## src/rtl/bsa_pkg.sv

```systemverilog
package bsa_pkg;

  typedef enum logic [1:0] {
    OP_IDLE  = 2'd0,
    OP_CLEAR = 2'd1,
    OP_LOAD  = 2'd2,
    OP_STEP  = 2'd3
  } bsa_op_e;

  // one-bit sum of a full adder
  function automatic logic fa_sum(input logic x, input logic y, input logic q);
    return x ^ y ^ q;
  endfunction

  // set term of the carry flip-flop
  function automatic logic carry_set(input logic x, input logic y);
    return x & y;
  endfunction

  // reset term of the carry flip-flop
  function automatic logic carry_rst(input logic x, input logic y);
    return ~(x | y);
  endfunction

  // JK next-state rule
  function automatic logic jk_next(input logic q, input logic j, input logic k);
    logic n;
    case ({j, k})
      2'b00:   n = q;
      2'b01:   n = 1'b0;
      2'b10:   n = 1'b1;
      default: n = ~q;
    endcase
    return n;
  endfunction

endpackage

```

## src/rtl/bsa_shreg.sv

```systemverilog
module bsa_shreg #(
  parameter int W = 8
) (
  input  logic         clk,
  input  logic         rst_n,
  input  logic         load,
  input  logic         shift,
  input  logic [W-1:0] din,
  input  logic         ser_in,
  output logic [W-1:0] q,
  output logic         ser_out
);
  logic [W-1:0] nxt;

  generate
    if (W == 1) begin : g_one
      always_comb nxt = ser_in;
    end else begin : g_many
      always_comb nxt = {ser_in, q[W-1:1]};
    end
  endgenerate

  always_ff @(posedge clk or negedge rst_n) begin
    if (!rst_n)     q <= '0;
    else if (load)  q <= din;
    else if (shift) q <= nxt;
  end

  assign ser_out = q[0];
endmodule

```

## src/rtl/bsa_carry.sv

```systemverilog
module bsa_carry (
  input  logic clk,
  input  logic rst_n,
  input  logic clear,
  input  logic en,
  input  logic j,
  input  logic k,
  output logic q
);
  import bsa_pkg::*;

  always_ff @(posedge clk or negedge rst_n) begin
    if (!rst_n)     q <= 1'b0;
    else if (clear) q <= 1'b0;
    else if (en)    q <= jk_next(q, j, k);
  end
endmodule

```

## src/rtl/bsa_seq.sv

```systemverilog
module bsa_seq #(
  parameter int W = 8
) (
  input  logic clk,
  input  logic rst_n,
  input  logic restart,
  input  logic adv,
  output logic done
);
  localparam int CW = $clog2(W + 1);
  localparam logic [CW-1:0] LAST = CW'(W);

  logic [CW-1:0] cnt;

  always_ff @(posedge clk or negedge rst_n) begin
    if (!rst_n)       cnt <= '0;
    else if (restart) cnt <= '0;
    else if (adv)     cnt <= cnt + 1'b1;
  end

  assign done = (cnt == LAST);
endmodule

```

## src/rtl/bitser_add.sv

```systemverilog
module bitser_add #(
  parameter int W = 8
) (
  input  logic         clk,
  input  logic         rst_n,
  input  logic         load,
  input  logic         clr,
  input  logic         shift_en,
  input  logic [W-1:0] a_in,
  input  logic [W-1:0] b_in,
  output logic [W-1:0] sum_out,
  output logic         carry_out,
  output logic         done
);
  import bsa_pkg::*;

  bsa_op_e     op;
  logic        advance;
  logic        x_bit, y_bit, s_bit;
  logic        j_in, k_in;
  logic        carry_q;
  logic [W-1:0] addend_q;

  // operation decode: load > clear > step
  always_comb begin
    if (load)                  op = OP_LOAD;
    else if (clr)              op = OP_CLEAR;
    else if (shift_en && !done) op = OP_STEP;
    else                       op = OP_IDLE;
  end

  assign advance = (op == OP_STEP);
  assign s_bit   = fa_sum(x_bit, y_bit, carry_q);
  assign j_in    = carry_set(x_bit, y_bit);
  assign k_in    = carry_rst(x_bit, y_bit);

  bsa_shreg #(.W(W)) u_aug (
    .clk(clk), .rst_n(rst_n), .load(op == OP_LOAD), .shift(advance),
    .din(a_in), .ser_in(s_bit), .q(sum_out), .ser_out(x_bit)
  );

  bsa_shreg #(.W(W)) u_add (
    .clk(clk), .rst_n(rst_n), .load(op == OP_LOAD), .shift(advance),
    .din(b_in), .ser_in(1'b0), .q(addend_q), .ser_out(y_bit)
  );

  bsa_carry u_cy (
    .clk(clk), .rst_n(rst_n),
    .clear(op == OP_LOAD || op == OP_CLEAR), .en(advance),
    .j(j_in), .k(k_in), .q(carry_q)
  );

  bsa_seq #(.W(W)) u_seq (
    .clk(clk), .rst_n(rst_n), .restart(op == OP_LOAD), .adv(advance), .done(done)
  );

  assign carry_out = carry_q;
endmodule

```

## config.mk

```make
export PLATFORM = sky130hd
export DESIGN_NAME = bitser_add
export DESIGN_NICKNAME = d
export VERILOG_FILES = /design/src/rtl/bsa_pkg.sv /design/src/rtl/bsa_shreg.sv /design/src/rtl/bsa_carry.sv /design/src/rtl/bsa_seq.sv /design/src/rtl/bitser_add.sv
export SDC_FILE = /design/constraint.sdc
export NUM_CORES = 1
export LEC_CHECK = 0
export BUFFER_PORTS_ARGS = -buffer_cell sky130_fd_sc_hd__buf_4
export CAP_MARGIN = 20
export CORE_UTILIZATION = 43
export DETAILED_ROUTE_END_ITERATION = 10
export PLACE_DENSITY = 0.7
export SLEW_MARGIN = 20
export SYNTH_ARGS = -nofsm -noshare
export SYNTH_HDL_FRONTEND = slang
export SYNTH_SLANG_ARGS = --single-unit
```

## constraint.sdc

```tcl
create_clock -name clk -period 1.8 [get_ports clk]
set_clock_uncertainty 0.15 [all_clocks]
set_input_delay 0.18 -clock clk [delete_from_list [all_inputs] [get_ports clk]]
set_output_delay 0.18 -clock clk [all_outputs]
set_load 0.05 [all_outputs]
```

==> results of run 1 <==
[registers in the layout, summed over array words and instances, names as in the netlist]
register,flops
u_add.q,8
u_aug.q,8
u_seq.cnt,4
u_cy.q,1
[worst min-delay path by stage]
| stage | from | end | slack (ns) | cells past startpoint |
|---|---|---|---|---|
| 2_1_floorplan | rst_n | u_add.q[0] | -0.27 | 0 |
| 3_3_place_gp | rst_n | u_add.q[7] | -0.07 | 1 |
| 3_5_place_dp | rst_n | u_add.q[7] | -0.07 | 1 |
| 4_1_cts | load | u_seq.cnt[1] | 0.11 | 2 |
| 5_1_grt | load | u_cy.q | 0.12 | 2 |
| 6_report | load | u_cy.q | 0.11 | 2 |
[metrics by stage]
step,area [µm²],utilization,total power [W]
CTS,1620,0.653,0.00108
finish,1650,0.665,0.00109
floorplan,1140,-,0.000716
global route,1650,0.665,0.00114
detailed placement,1380,0.556,0.000819
global placement,1380,0.556,0.000811
[report_power, final]
group / total [W] / internal (W) / switching, W / leakage (nW)
Sequential: 0.000539 / 0.000512 / 0.0000269 / 0.250
Combinational: 0.000312 / 0.000138 / 0.000175 / 0.444
Clock: 0.000234 / 0.0000830 / 0.000151 / 0.0177
[cells by family after synthesis]
kind of cell	after synthesis	share of synthesized area
flops	21	0.463
compound gates	57	0.270
fa+ha+maj	4	0.0507
buf+inv	18	0.0661
simple gates	26	0.151
[cells in the mapped netlist (all sizes together)]
cell type | n | area share
ha | 3 | 0.033
clkbuf | 9 | 0.031
or4 | 1 | 0.0066
buf | 3 | 0.015
a31oi | 15 | 0.083
or3 | 2 | 0.011
nand2b | 2 | 0.011
nand3 | 3 | 0.013
fa | 1 | 0.018
a21oi | 19 | 0.084
dfrtp | 21 | 0.46
nand3b | 1 | 0.018
inv | 6 | 0.020
nor2b | 16 | 0.088
a211oi | 1 | 0.0066
nand2 | 1 | 0.0033
o21ai | 22 | 0.097
[layer usage]
metal  vias to the layer above  GRT usage  routed length, µm
li1                        538          -                  -
met4                         0     0.0789                 50
met1                       535      0.292               1260
met5                         -          0                  0
met3                         6     0.0345                110
met2                        37      0.346               1400
[final cells by class]
type,count,area (µm²),share of cell area
Multi-Input combinational cell,87,553,0.336
Sequential cell,21,527,0.320
Timing Repair Buffer,55,478,0.290
Tap cell,30,37.5,0.0228
Inverter,6,25.0,0.0152
Clock buffer,3,22.5,0.0137
Clock inverter,1,5.00,0.00304
[timing repair]
action                     4_1_cts  5_1_grt
resized for setup                5        6
hold buffers                    18        0
setup endpoints to repair        1        2
buffers inserted                 2        1
hold endpoints to repair        38        0
pin swaps                        0        1
[worst register-to-register path, cell delays in order, from the launching register on]
cell and delay [ns]:
dfrtp_1 0.40, inv_1 0.07, fa_1 0.37, or3_1 0.38
a211oi_2 0.18
==> results.sh, run 1 <==
export IMPL_fp_coreArea_um2=2480
export IMPL_status="complete, no violations"
export IMPL_ant_nets=0
export IMPL_clk_pin_slew_ns=0.12
export IMPL_antennaDiodeCount=0
export IMPL_holdWs_ns=0.106
export IMPL_layout_common_cells="buf_4 (35), o21ai_0 (22), dfrtp_1 (20)"
export IMPL_ir_worst_vdd_mv=0.571
export IMPL_setup_tns_ns=0
export IMPL_worst_pin_slew_ns=0.327
export IMPL_viasPerCell=5.50
export IMPL_syn_area_um2=1140
export IMPL_routed_wl_um=2820
export IMPL_avgSynthCellArea_um2=9.02
export IMPL_crit_fanout=18
export IMPL_final_common_cell="buf_4"
export IMPL_grtUsageTotal=0.217
export IMPL_cp_top_family="buffers and inverters"
export IMPL_die_y_um=53.4
export IMPL_power_density_nw_per_um2=659
export IMPL_die_x_um=53.4
export IMPL_areaGrowthSynthToFinish_pct=45.0
export IMPL_slew_limit_headroom=0.782
export IMPL_yosysUniqueCellTypes=20
export IMPL_dp_hpwl_um=1630
export IMPL_rr_worst_depth=4
export IMPL_fin_nets=199
export IMPL_clockBufferDepth=2
export IMPL_ios=31
export IMPL_std_cell_rows=18
export IMPL_worstSetupPathType="register to output port"
export IMPL_dp_cells=178
export IMPL_syn_num_nets=151
export IMPL_pre_cts_ws_ns=0.130
export IMPL_fill_cells=216
export IMPL_r2r_start="u_aug.q[0]"
export IMPL_crit_chain="inv_2 > ha_4 > nand3b_4 > inv_4 > buf_12 > buf_8"
export IMPL_reg2reg_slack_ns=0.16
export IMPL_setup_viol=0
export IMPL_grt_max_degree=38
export IMPL_finalHoldViolCount=0
export IMPL_max_freq_mhz=577
export IMPL_die_area_um2=2850
export IMPL_rsz0062_at_grt="no"
export IMPL_cts_sinks=21
export IMPL_fin_crit_ns=1.73
export IMPL_cts_inserted_buffers=3
export IMPL_stdcell_count=203
export IMPL_drtIter0Drc=38
export IMPL_antenna_found_initial=0
export IMPL_worstReg2RegEnd="u_cy.q"
export IMPL_cts_tree="built"
export IMPL_syn_instance_count=126
export IMPL_grt_first_pass_wirelength_um=4400
export IMPL_worst_path_largest_cell_delay_ns=0.41
export IMPL_fin_crit_sh=0.963
export IMPL_wl_per_cell_um=13.9
export IMPL_grt_ovfl_total=0
export IMPL_path_buf_inv=4
export IMPL_hp_class="primary input to register"
export IMPL_drive_gt1_frac=0.277
export IMPL_yosys_warnings=0
export IMPL_grt_pass1_vias=957
export IMPL_io_buffers=30
export IMPL_vias=1116
export IMPL_arrival_ns=1.40
export IMPL_finalWorstSetupSlack_ns=0.0660
export IMPL_dr_pass1_iters=4
export IMPL_drcViolationCount=0
export IMPL_clkLatencyLatePin_ns=0.31
export IMPL_maxCapViolCount=0
export IMPL_start_kind="register"
export IMPL_crit_path_start="u_seq.cnt[1]"
export IMPL_initial_utilization=0.459
export IMPL_slew_viol_final=0
export IMPL_endpoint_kind="output port"
export IMPL_htreeDepth=1
export IMPL_ys_seq_area_frac=0.463
export IMPL_power_leakage_nw=0.712
export IMPL_critical_path_endpoint="done"
export IMPL_worst_path_stages=6
export IMPL_crit_required_ns=1.47
export IMPL_crit_slowest_cell="dfrtp_1"
export IMPL_gp_congestion=0.794
export IMPL_ys_ff_latch=21
export IMPL_cts_root_buffer="clkbuf_4"
Power figures use the tool's default switching activity.
==> run 2: changes to the inputs <==
--- a/config.mk
+++ b/config.mk
@@ -7,3 +7,2 @@
 export LEC_CHECK = 0
-export BUFFER_PORTS_ARGS = -buffer_cell sky130_fd_sc_hd__buf_4
 export CAP_MARGIN = 20
@@ -11,3 +10,4 @@
 export DETAILED_ROUTE_END_ITERATION = 10
-export PLACE_DENSITY = 0.7
+export DONT_BUFFER_PORTS = 1
+export PLACE_DENSITY = 0.6
 export SLEW_MARGIN = 20
--- a/constraint.sdc
+++ b/constraint.sdc
@@ -4,2 +4,2 @@
 set_output_delay 0.18 -clock clk [all_outputs]
-set_load 0.05 [all_outputs]
+set_load 0.1 [all_outputs]
==> run 2 against run 1 <==
The run now ends with setup timing left; wire length grew 1.2%; total power grew 4.9%; core utilization shrank 4.2 points; critical path type is now register to register.
==> results.sh, run 2 (synthesis results as in run 1) <==
export IMPL_status="complete, but fails checks"
export IMPL_violations="setup timing"
export IMPL_ios=31
export IMPL_routed_wl_um=2850
export IMPL_clkLatencyLatePin_ns=0.32
export IMPL_endpoint_kind="register"
export IMPL_areaGrowthSynthToFinish_pct=35.9
export IMPL_crit_required_ns=1.88
export IMPL_fp_coreArea_um2=2480
export IMPL_worstReg2RegEnd="u_seq.cnt[2]"
export IMPL_finalHoldViolCount=0
export IMPL_viasPerCell=5.68
export IMPL_drtIter0Drc=29
export IMPL_fin_nets=186
export IMPL_drive_gt1_frac=0.200
export IMPL_initial_utilization=0.459
export IMPL_worst_pin_slew_ns=0.574
export IMPL_htreeDepth=1
export IMPL_p_total_w=0.00114
export IMPL_worstSetupPathType="register to register"
export IMPL_dp_hpwl_um=1670
export IMPL_power_leakage_nw=0.642
export IMPL_die_x_um=53.4
export IMPL_crit_fanout=11
export IMPL_drcViolationCount=0
export IMPL_vias=1079
export IMPL_fill_cells=227
export IMPL_cts_tree="built"
export IMPL_final_common_cell="o21ai_0"
export IMPL_ant_nets=0
export IMPL_arrival_ns=1.91
export IMPL_die_area_um2=2850
export IMPL_gp_congestion=0.736
export IMPL_min_to="u_seq.cnt[1]"
export IMPL_clockBufferDepth=2
export IMPL_antenna_found_initial=0
export IMPL_cts_inserted_buffers=3
export IMPL_clk_pin_slew_ns=0.12
export IMPL_slew_viol_final=0
export IMPL_rsz0062_at_grt="yes"
export IMPL_fin_crit_ns=1.83
export IMPL_die_y_um=53.4
export IMPL_grt_max_degree=38
export IMPL_grt_pass1_vias=874
export IMPL_layout_common_cells="o21ai_0 (22), dfrtp_1 (20), a21oi_1 (19), dlygate4sd3_1 (19), buf_4 (19)"
export IMPL_fin_crit_sh=1.01
export IMPL_power_density_nw_per_um2=737
export IMPL_finalWorstSetupSlack_ns=-0.0263
export IMPL_grtUsageTotal=0.207
export IMPL_grt_ovfl_total=0
export IMPL_cts_root_buffer="clkbuf_4"
export IMPL_maxCapViolCount=0
export IMPL_reg2reg_slack_ns=-0.03
export IMPL_biggestRegsByFlops="u_add.q (8), u_aug.q (8), u_seq.cnt (4)"
export IMPL_dr_pass1_iters=5
export IMPL_antennaDiodeCount=0
export IMPL_io_buffers=0
export IMPL_wl_per_cell_um=15.0
export IMPL_std_cell_rows=18
export IMPL_r2r_start="u_seq.cnt[1]"
export IMPL_pre_cts_ws_ns=0.105
export IMPL_grt_first_pass_wirelength_um=4090
export IMPL_hp_class="primary input to register"
export IMPL_setup_viol=1
export IMPL_slew_limit_headroom=0.617
export IMPL_hold_path_startpoint="clr"
export IMPL_rr_worst_depth=7
export IMPL_cts_sinks=21
export IMPL_ir_worst_vdd_mv=0.552
export IMPL_whs_path_depth=4
export IMPL_start_kind="register"
export IMPL_max_freq_mhz=548
==> run 2: cell types whose count changed in the layout (fill, tap and decap cells not counted), moves of 2 or more <==
cell   change
buf_2      +2
buf_4     -16
inv_1      +2
inv_2      -2
==> run 2: area by class of cell <==
cell class | instances | area (µm²) | share of cell area
multi-input combinational | 87 | 546 | 0.353
tap | 30 | 37.5 | 0.0243
inverter | 6 | 27.5 | 0.0178
sequential | 21 | 529 | 0.343
clock buffer | 4 | 26.3 | 0.0170
timing repair buffer | 42 | 378 | 0.245
==> run 2: report_power, final <==
| group | switching [W] | internal, W | total (W) |
|---|---|---|---|
| Sequential | 0.0000261 | 0.000513 | 0.000539 |
| Clock | 0.000150 | 0.0000868 | 0.000237 |
| Combinational | 0.000248 | 0.000115 | 0.000363 |
| Total | 0.000424 | 0.000714 | 0.00114 |
==> run 2: routing by layer <==
layer / GRT usage / up-vias / routed length [µm]
met5: 0 / - / 0
met4: 0.0658 / 0 / 33
met3: 0.0632 / 4 / 126
met2: 0.321 / 28 / 1420
met1: 0.273 / 534 / 1270
li1: - / 513 / -
==> run 2: worst max-delay path by stage <==
stage	to	depth (start not counted)	from
final	u_seq.cnt[2]	7	u_seq.cnt[1]
after global placement	u_seq.cnt[2]	6	u_seq.cnt[0]
after global routing	u_seq.cnt[2]	7	u_seq.cnt[1]
after CTS	done	6	u_seq.cnt[0]
after detailed placement	u_cy.q	3	u_cy.q
after floorplan	u_cy.q	3	u_cy.q
==> run 2: repair_timing <==
item,4_1_cts,5_1_grt
setup endpoints to repair,1,3
gates resized for setup,5,1
hold buffers,20,1
pin swaps,0,2
buffers inserted,3,4
hold endpoints to repair,42,21
==> run 2: through the flow <==
step	setup TNS (ns)	util	cells	hold WS [ns]	cell area, µm²
after floorplan	0	-	126	-0.266	1150
after global placement	0	0.503	158	-0.265	1240
after detailed placement	0	0.503	158	-0.265	1240
after CTS	0	0.609	185	0.116	1510
after global routing	-0.0850	0.623	190	0.104	1540
final	-0.0263	0.623	190	0.104	1540
==> run 2: critical path, stage by stage, from the launching register on <==
cell and delay [ns]:
dfrtp_1 0.38, inv_1 0.05, ha_2 0.19, nand3b_4 0.10, inv_6 0.04, buf_4 0.16, or4_1 0.47, a21oi_1 0.19
